$ cat config.mk
export PLATFORM = sky130hd
export DESIGN_NAME = alu_flags
export DESIGN_NICKNAME = d
export VERILOG_FILES = /design/src/rtl/alu_pkg.sv /design/src/rtl/alu_addsub.sv /design/src/rtl/alu_mul.sv /design/src/rtl/alu_div.sv /design/src/rtl/alu_cond.sv /design/src/rtl/alu_flags.sv
export SDC_FILE = /design/constraint.sdc
export NUM_CORES = 1
export LEC_CHECK = 0
export BUFFER_PORTS_ARGS = -buffer_cell sky130_fd_sc_hd__buf_2
export CAP_MARGIN = 15
export CORE_MARGIN = 3
export CORE_UTILIZATION = 61
export DETAILED_ROUTE_END_ITERATION = 8
export PLACE_DENSITY = 0.81
export SYNTH_ARGS = -nofsm -noshare
export SYNTH_HDL_FRONTEND = slang
export SYNTH_SLANG_ARGS = --single-unit
$ cat constraint.sdc
create_clock -name vclk -period 25.2
set_input_delay 2.52 -clock vclk [all_inputs]
set_output_delay 2.52 -clock vclk [all_outputs]
set_load 0.005 [all_outputs]
$ cat src/rtl/alu_pkg.sv
package alu_pkg;

  typedef enum logic [3:0] {
    OP_ADD = 4'h0,
    OP_SUB = 4'h1,
    OP_AND = 4'h2,
    OP_OR  = 4'h3,
    OP_XOR = 4'h4,
    OP_SHL = 4'h5,
    OP_SHR = 4'h6,
    OP_MUL = 4'h7,
    OP_DIV = 4'h8,
    OP_CMP = 4'h9
  } alu_op_e;

  typedef enum logic [2:0] {
    CC_Z  = 3'd0,
    CC_NZ = 3'd1,
    CC_C  = 3'd2,
    CC_NC = 3'd3,
    CC_N  = 3'd4,
    CC_NN = 3'd5,
    CC_V  = 3'd6,
    CC_NV = 3'd7
  } cond_e;

  typedef struct packed {
    logic z;
    logic n;
    logic c;
    logic v;
  } flags_t;

  // Signed overflow: both addends share a sign that the sum lacks.
  function automatic logic f_ovf(input logic a_msb, input logic b_msb,
                                 input logic s_msb);
    return (a_msb == b_msb) && (s_msb != a_msb);
  endfunction

  // Opcode carries a write-back to the destination register.
  function automatic logic f_writes(input logic [3:0] code);
    return code <= 4'h8;
  endfunction

  // Opcode belongs to the ALU group and so updates flags.
  function automatic logic f_updates(input logic [3:0] code);
    return code <= 4'h9;
  endfunction

endpackage

$ cat src/rtl/alu_addsub.sv
module alu_addsub #(
  parameter int W = 8
) (
  input  logic [W-1:0] a,
  input  logic [W-1:0] b,
  input  logic         sub,
  output logic [W-1:0] sum,
  output logic         carry,
  output logic         ovf
);
  import alu_pkg::*;

  logic [W-1:0] b_eff;
  logic [W:0]   wide;

  // Subtract as a + ~b + 1; carry out is then the no-borrow indication.
  assign b_eff = sub ? ~b : b;
  assign wide  = {1'b0, a} + {1'b0, b_eff} + {{W{1'b0}}, sub};
  assign sum   = wide[W-1:0];
  assign carry = wide[W];
  assign ovf   = f_ovf(a[W-1], b_eff[W-1], sum[W-1]);

  always_comb begin
    if (sub) begin
      p_noborrow_r2: assert (carry == (a >= b))
        else $error("no-borrow carry mismatch");
    end
  end

endmodule

$ cat src/rtl/alu_mul.sv
module alu_mul #(
  parameter int W = 8
) (
  input  logic [W-1:0] a,
  input  logic [W-1:0] b,
  output logic [W-1:0] prod
);

  logic [W-1:0] acc [0:W];

  assign acc[0] = '0;

  // Shift-and-add chain, truncated to W bits at every stage.
  for (genvar k = 0; k < W; k++) begin : g_pp
    logic [W-1:0] pp;
    assign pp         = b[k] ? (a << k) : '0;
    assign acc[k + 1] = acc[k] + pp;
  end

  assign prod = acc[W];

endmodule

$ cat src/rtl/alu_div.sv
module alu_div #(
  parameter int W = 8
) (
  input  logic [W-1:0] a,
  input  logic [W-1:0] b,
  output logic [W-1:0] quo,
  output logic         div_zero
);

  logic [W-1:0] part [0:W-1];
  logic [W-1:0] q_raw;

  assign part[0]  = '0;
  assign div_zero = (b == '0);

  // Restoring division, one quotient bit per stage, MSB first.
  for (genvar k = 0; k < W; k++) begin : g_stage
    localparam int IDX = W - 1 - k;
    logic [W:0]   shifted;
    logic [W-1:0] diff;
    logic         ge;
    assign shifted  = {part[k], a[IDX]};
    assign ge       = shifted >= {1'b0, b};
    assign diff     = shifted[W-1:0] - b;
    assign q_raw[IDX] = ge;
    if (k < W - 1) begin : g_next
      assign part[k + 1] = ge ? diff : shifted[W-1:0];
    end
  end

  assign quo = div_zero ? '1 : q_raw;

  always_comb begin
    if (!div_zero) begin
      p_quot_bound_r9: assert ((W'(quo) * W'(1) <= a) && (quo <= a))
        else $error("quotient exceeds dividend");
    end
  end

endmodule

$ cat src/rtl/alu_cond.sv
module alu_cond (
  input  logic [2:0]      sel,
  input  alu_pkg::flags_t cur,
  output logic            taken
);
  import alu_pkg::*;

  logic picked;

  // Even codes test a flag, the odd code above tests its complement.
  always_comb begin
    unique case (sel[2:1])
      2'd0:    picked = cur.z;
      2'd1:    picked = cur.c;
      2'd2:    picked = cur.n;
      default: picked = cur.v;
    endcase
  end

  assign taken = picked ^ sel[0];

  always_comb begin
    if (cond_e'(sel) == CC_Z) begin
      p_cond_z_r10: assert (taken == cur.z) else $error("JZ mismatch");
    end
    if (cond_e'(sel) == CC_NV) begin
      p_cond_nv_r10: assert (taken == !cur.v) else $error("JNV mismatch");
    end
  end

endmodule

$ cat src/rtl/alu_flags.sv
module alu_flags #(
  parameter int W = 8
) (
  input  logic [3:0]   op,
  input  logic [W-1:0] opa,
  input  logic [W-1:0] opb,
  input  logic [2:0]   cond_sel,
  input  logic         z_in,
  input  logic         n_in,
  input  logic         c_in,
  input  logic         v_in,
  output logic [W-1:0] result,
  output logic         wr_en,
  output logic         z_nxt,
  output logic         n_nxt,
  output logic         c_nxt,
  output logic         v_nxt,
  output logic         flag_upd,
  output logic         br_taken
);
  import alu_pkg::*;

  flags_t       cur_flags;
  logic         is_sub;
  logic [W-1:0] as_res;
  logic         as_carry;
  logic         as_ovf;
  logic [W-1:0] mul_res;
  logic [W-1:0] div_res;
  logic         div_zero;
  logic [W-1:0] core_res;
  logic         core_c;
  logic         core_v;
  logic         ev_alu_op;

  assign cur_flags = '{z: z_in, n: n_in, c: c_in, v: v_in};
  assign is_sub    = (op == OP_SUB) || (op == OP_CMP);
  assign ev_alu_op = f_updates(op);

  alu_addsub #(.W(W)) u_addsub (
    .a(opa), .b(opb), .sub(is_sub),
    .sum(as_res), .carry(as_carry), .ovf(as_ovf)
  );

  alu_mul #(.W(W)) u_mul (
    .a(opa), .b(opb), .prod(mul_res)
  );

  alu_div #(.W(W)) u_div (
    .a(opa), .b(opb), .quo(div_res), .div_zero(div_zero)
  );

  alu_cond u_cond (
    .sel(cond_sel), .cur(cur_flags), .taken(br_taken)
  );

  always_comb begin
    core_res = '0;
    core_c   = 1'b0;
    core_v   = 1'b0;
    case (op)
      OP_ADD, OP_SUB, OP_CMP: begin
        core_res = as_res;
        core_c   = as_carry;
        core_v   = as_ovf;
      end
      OP_AND: core_res = opa & opb;
      OP_OR:  core_res = opa | opb;
      OP_XOR: core_res = opa ^ opb;
      OP_SHL: begin
        core_res = {opa[W-2:0], 1'b0};
        core_c   = opa[W-1];
      end
      OP_SHR: begin
        core_res = {1'b0, opa[W-1:1]};
        core_c   = opa[0];
      end
      OP_MUL: core_res = mul_res;
      OP_DIV: begin
        core_res = div_res;
        core_v   = div_zero;
      end
      default: ;
    endcase
  end

  assign result   = core_res;
  assign wr_en    = f_writes(op);
  assign flag_upd = ev_alu_op;
  assign z_nxt    = ev_alu_op ? (core_res == '0) : z_in;
  assign n_nxt    = ev_alu_op ? core_res[W-1]    : n_in;
  assign c_nxt    = ev_alu_op ? core_c           : c_in;
  assign v_nxt    = ev_alu_op ? core_v           : v_in;

  always_comb begin
    if (op == OP_ADD) begin
      p_add_carry_r1: assert ({c_nxt, result} == ({1'b0, opa} + {1'b0, opb}))
        else $error("add carry/result mismatch");
    end
    if (op == OP_CMP) begin
      p_cmp_nowrite_r5: assert (!wr_en && flag_upd)
        else $error("compare wrote destination");
    end
    if (op == OP_AND || op == OP_OR || op == OP_XOR) begin
      p_logic_clear_r3: assert (!v_nxt && !c_nxt)
        else $error("logic op left C or V set");
    end
    if (op == OP_DIV && opb == '0) begin
      p_divzero_r9: assert (result == '1 && v_nxt)
        else $error("divide by zero not flagged");
    end
    if (op > 4'h9) begin
      p_hold_r11: assert (!wr_en && !flag_upd && z_nxt == z_in &&
                          n_nxt == n_in && c_nxt == c_in && v_nxt == v_in)
        else $error("non-ALU opcode disturbed state");
    end
  end

endmodule

# Word-level counts from Yosys, hierarchy flattened
# Index checks and enable logic that the tools add are counted.
dict set report totals {
  inputBits 27
  output_inout_bits 15
  word_cells 76
  reg_bits 0
}
dict set report op_classes {
  eq_ne 13
  muxes 25
  magnitude_cmp 10
  n_addsub 16
  n_reduce_logical 7
  bitwise_logic 5
}
# cell n
set ops {}
lappend ops {{8-bit two-way mux} 17}
lappend ops {{8-bit case mux with 8 select lines} 1}
lappend ops {{9-bit by 8-bit greater-or-equal comparator with 1-bit output} 7}
lappend ops {{8-bit adder} 7}
lappend ops {{8-bit subtractor} 6}
lappend ops {{4-bit by 3-bit == test with 1-bit output (second input constant)} 4}
lappend ops {{8-bit logical NOT} 2}
lappend ops {{8-bit by 8-bit adder with 9-bit output} 1}
lappend ops {{9-bit by 1-bit adder with 9-bit output} 1}
lappend ops {{8-bit AND} 1}
lappend ops {{4-bit by 2-bit == test with 1-bit output (second input constant)} 2}
lappend ops {{4-bit == test (second input constant)} 2}
lappend ops {{1-bit by 8-bit greater-or-equal comparator with 1-bit output} 1}
lappend ops {{4-bit less-or-equal comparator (second input constant)} 2}
lappend ops {{8-bit NOT} 1}
lappend ops {{8-bit bitwise OR} 1}
lappend ops {{1-bit by 8-bit subtractor with 8-bit output} 1}
lappend ops {{8-bit XOR} 1}
lappend ops {{1-bit case mux with 3 select lines} 2}
lappend ops {{4-bit by 1-bit == test with 1-bit output (second input constant)} 1}
lappend ops {{4-bit logical NOT} 1}
lappend ops {{1-bit two-way mux} 4}
lappend ops {{3-bit OR reduction} 1}
lappend ops {{2-bit by 1-bit == test with 1-bit output (second input constant)} 1}
lappend ops {{8 further kinds} 8}

# Logic depth before layout (Yosys ltp)
dict set report depth {
  word_depth 19
  mapped_depth 85
  ltp_nobuf 82
}

# Cells and area by module
# From an unflattened synthesis, not the netlist that was laid out.
dict set report unflattened {
  cells_unflattened 671
  hier_area_um2 5311.3
}
# module instances area_each_um2 cells_each seq_area_each_um2
set by_module_without_submodules {}
lappend by_module_without_submodules {alu_div 1 2834.0 352 0.0}
lappend by_module_without_submodules {alu_flags 1 1203.7 169 0.0}
lappend by_module_without_submodules {alu_mul 1 772.0 88 0.0}
lappend by_module_without_submodules {alu_addsub 1 470.5 60 0.0}
lappend by_module_without_submodules {alu_cond 1 31.3 2 0.0}

# Worst setup path after synthesis
# Ideal clock, no wire load.
dict set report synth_timing {
  path_kind {input to output}
  start {input opb[1]}
  end {output z_nxt}
  setup_slack_ns 4.604
  path_stages 80
  path_buffers 4
  t_arrival_ns 18.076
  cell_sequence {buf_2 -> inv_1 -> ha_1 -> o211ai_2 -> nor2_1 -> a21oi_1 -> inv_1 -> ha_1 -> nor2b_1 -> o211ai_1 -> a31oi_1 -> or3_1 -> clkbuf_1 -> o21ai_0 -> inv_1 -> ha_1 -> nand4_1 -> o21bai_1 -> [... 44 more ...] -> o21ai_0 -> a21oi_1 -> o21ai_2 -> nor2_1 -> a21oi_1 -> ha_1 -> nor2b_1 -> o21a_1 -> o21a_1 -> o21a_1 -> o21a_1 -> o21ai_0 -> nand2b_1 -> a2111oi_0 -> inv_1 -> a311o_1 -> mux2_2 -> a211oi_2}
}
dict set report synth_between {
  elab_chain_len 19
  elab_cells_between_ends 42
}
# element line
set synth_rtl {}
lappend synth_rtl {{start, declared} alu_flags.sv:6} ;# input logic [W-1:0] opb,
lappend synth_rtl {{1-bit by 8-bit subtractor with 8-bit output or 1-bit by 8-bit greater-or-equal comparator with 1-bit output (tied branches)} {alu_div.sv:24, alu_div.sv:23}}
lappend synth_rtl {{8-bit two-way mux} alu_div.sv:27} ;# assign part[k + 1] = ge ? diff : shifted[W-1:0];
lappend synth_rtl {{8-bit subtractor or 9-bit by 8-bit greater-or-equal comparator with 1-bit output (tied branches)} {alu_div.sv:24, alu_div.sv:23}}
lappend synth_rtl {{8-bit two-way mux} alu_div.sv:27}
lappend synth_rtl {{8-bit subtractor or 9-bit by 8-bit greater-or-equal comparator with 1-bit output (tied branches)} {alu_div.sv:24, alu_div.sv:23}}
lappend synth_rtl {{8-bit two-way mux} alu_div.sv:27}
lappend synth_rtl {{8-bit subtractor or 9-bit by 8-bit greater-or-equal comparator with 1-bit output (tied branches)} {alu_div.sv:24, alu_div.sv:23}}
lappend synth_rtl {{8-bit two-way mux} alu_div.sv:27}
lappend synth_rtl {{[... 3 more ...]} --}
lappend synth_rtl {{8-bit two-way mux} alu_div.sv:27}
lappend synth_rtl {{8-bit subtractor or 9-bit by 8-bit greater-or-equal comparator with 1-bit output (tied branches)} {alu_div.sv:24, alu_div.sv:23}}
lappend synth_rtl {{8-bit two-way mux} alu_div.sv:27}
lappend synth_rtl {{9-bit by 8-bit greater-or-equal comparator with 1-bit output} alu_div.sv:23} ;# assign ge = shifted >= {1'b0, b};
lappend synth_rtl {{8-bit two-way mux} alu_div.sv:31} ;# assign quo = div_zero ? '1 : q_raw;
lappend synth_rtl {{8-bit case mux with 8 select lines (*)} alu_flags.sv:61} ;# case (op)
lappend synth_rtl {{8-bit logical NOT (*)} alu_flags.sv:90} ;# assign z_nxt = ev_alu_op ? (core_res == '0) : z_in;
lappend synth_rtl {{1-bit two-way mux (*)} alu_flags.sv:90}
lappend synth_rtl {{end, declared} alu_flags.sv:14} ;# output logic z_nxt,
# Mark *: on every way between the ends. The rest lies on a longest branch, timed or not.

# Final worst setup path
# Same ends and word-level chain as after synthesis.

==> impl_metrics.toml <==
[status]
outcome = "complete, no violations"

[pwr]
comb_power_share = 1.000
p_sw_w = 0.000169
leakage_nw = 2.63
pwr-share-clk = 0
p_int_w = 0.000139
ir_drop_uv = 40.6
seq_power_share = 0
p_total_w = 0.000308
switching_share = 0.550
cellPowerDensity_mw_per_mm2 = 56.8

[drt]
met3_wirelength_um = 1480
vias_per_cell = 6.64
highest_layer = "met4"
routed_wl_um = 15700
first_iter_violations = 524
ant_nets = 0
first_pass_iters = 6
met2_length_um = 7270
detail_route.wl_per_cell_um = 19.3
drc = 0
dr_total_vias = 5395
met1_length_um = 6630

[synth]
yosysUniqueCellTypes = 76
synthAdderAreaFrac = 0.317
synthTopCellsByArea = "ha_1, fa_1, xnor2_1"
synthesis.nets = 828
synthMuxAreaShare = 0.0779
yosys_warnings = 0
synthSimpleGateAreaFrac = 0.212
synth-compound-area-share = 0.244
synth_top_family_by_area = "adder cells"
syn-instance-count = 683
synth.avg_cell_area_um2 = 7.55
yosysTopAreaCellShare = 0.235
yosys-top-cells-count = "ha_1, inv_1, nor2_1, nand2_1, o21ai_0"
yosysMostFrequentCell = "ha_1"
yosys.area.top_type = "ha_1"
synth_xor_area_frac = 0.0867
yosysSeqAreaShare = 0
syn_area_mm2 = 0.00515

[sta]
slew_headroom = 0.357
fin_crit_ps = 23650
hold_viol = 0
fin_tns_setup_ps = 0
slew_violations = 0
rsz0062_at_grt = "no"
fin_crit_sh = 0.938
setup_viol_count_final = 0
tightest_slew_ps = 955
whs_ps = 5290
clock.fmax_mhz = 42.3

[layout]
fillCellCount = 692
regArea_um2 = 0
multi_input_area_mm2 = 0.00484
clock_buffers = 0
area_growth_pct = 5.27
fin_nets = 857
drive_above_1_share = 0.110
diodes = 0
seq_cells = 0
instances_no_fill = 812

[worst_hold_path]
hold_path.class = "input port to output port"

[floorplan]
die_h_um = 97.9
die_area_mm2 = 0.00959
io_pins = 42
start_util = 0.647
die_x_um = 97.9
design.core.area_mm2 = 0.00797
rows = 32

[placement]
place_hpwl_um = 12400
dp_cells = 812
io_buffers = 42
place.gp.congestion = 0.988

[worst_setup_path]
crit_family = "compound AO/OA/AOI/OAI gates"
cpPeakStageDelay_ps = 610
cpMostUsedCell = "o21ai_0"
required_ps = 22680
worst-setup-path-type = "input port to output port"
critPathBufInv = 10
end_kind = "output port"
cp-start-kind = "input port"
path_max_fanout = 15
arrival_ps = 21130
critPathSlowestCell = "nor4b_1"

[grt]
grt.overflow.total = 0
grt_max_degree = 27
grt_pass1_vias = 5388
grt_antenna_before_repair = 0
grt.total_usage = 0.316
grt_first_pass_wirelength_um = 25500

[clock_tree]
ctsHoldBuffers = 0

[flow_run]
maxCapViolCount = 0
-- routing by layer --
layer | vias to the layer above | global-route usage
li1 | 2543 | -
met4 | 0 | 0.0969
met2 | 292 | 0.531
met1 | 2529 | 0.424
met3 | 31 | 0.0379
met5 | - | 0
-- tightest hold or removal path, cell delays in order --
cell and delay [ps]:
buf_2 80, xor2_1 50, buf_2 120
-- placed cells by master, fill, tap and decap left out, types with 3 or more instances in the layout --
cell	n
a211oi_1	3
a211oi_2	3
a21boi_0	3
a21o_1	8
a21oi_1	42
a222oi_1	5
a22oi_1	3
a31oi_1	6
and2_1	4
and3_1	3
buf_2	42
fa_1	21
ha_1	97
inv_1	67
mux2_2	15
mux2i_1	15
nand2_1	52
nand2b_1	11
nand3_1	12
nand4_1	16
nor2_1	57
nor2b_1	23
nor3_1	13
nor3b_1	3
o211ai_1	4
o21a_1	14
o21ai_0	42
o21ai_1	3
o21bai_1	7
o221ai_1	3
o311ai_0	3
o31a_1	3
or2_2	3
or3_1	6
xnor2_1	39
xor2_1	12
-- timing repair --
item	CTS	global route
resized for setup	0	1
endpoints found under the hold margin	0	0
setup endpoints to repair	0	1
buffers inserted	0	0
-- power groups by stage --
| stage | Combinational, W | Sequential, W | Clock (W) |
|---|---|---|---|
| floorplan | 0.000238 | 0 | 0 |
| global placement | 0.000292 | 0 | 0 |
| detailed placement | 0.000300 | 0 | 0 |
| CTS | 0.000302 | 0 | 0 |
| global route | 0.000342 | 0 | 0 |
| finish | 0.000308 | 0 | 0 |
-- area by class of cell --
class,instances,area share
Multi-Input combinational cell,601,0.891
Inverter,67,0.0464
Timing Repair Buffer,42,0.0387
Tap cell,102,0.0235
-- kinds of logic (layout without fill, tap and decap cells) --
family | after synthesis | in the layout
AND/OR/NAND/NOR | 216 | 216
AO/OA/AOI/OAI | 182 | 182
adder cells (fa/ha/maj) | 118 | 118
buffers and inverters | 82 | 109
XOR/XNOR | 51 | 51
multiplexers | 34 | 34
-- final timing paths --
kind / to / depth (start not counted) / start
setup / recovery: z_nxt / 80 / opb[1]
hold / removal: br_taken / 3 / cond_sel[0]
-- through the flow --
step | utilization | setup slack [ps] | instance area, um^2
after floorplan | - | 4600 | 5150
after global placement | 0.681 | 2440 | 5430
after detailed placement | 0.681 | 1750 | 5430
after CTS | 0.681 | 1700 | 5430
after global routing | 0.681 | 129 | 5430
final | 0.681 | 1550 | 5430
No activity file was read; power rests on OpenSTA's default activity.
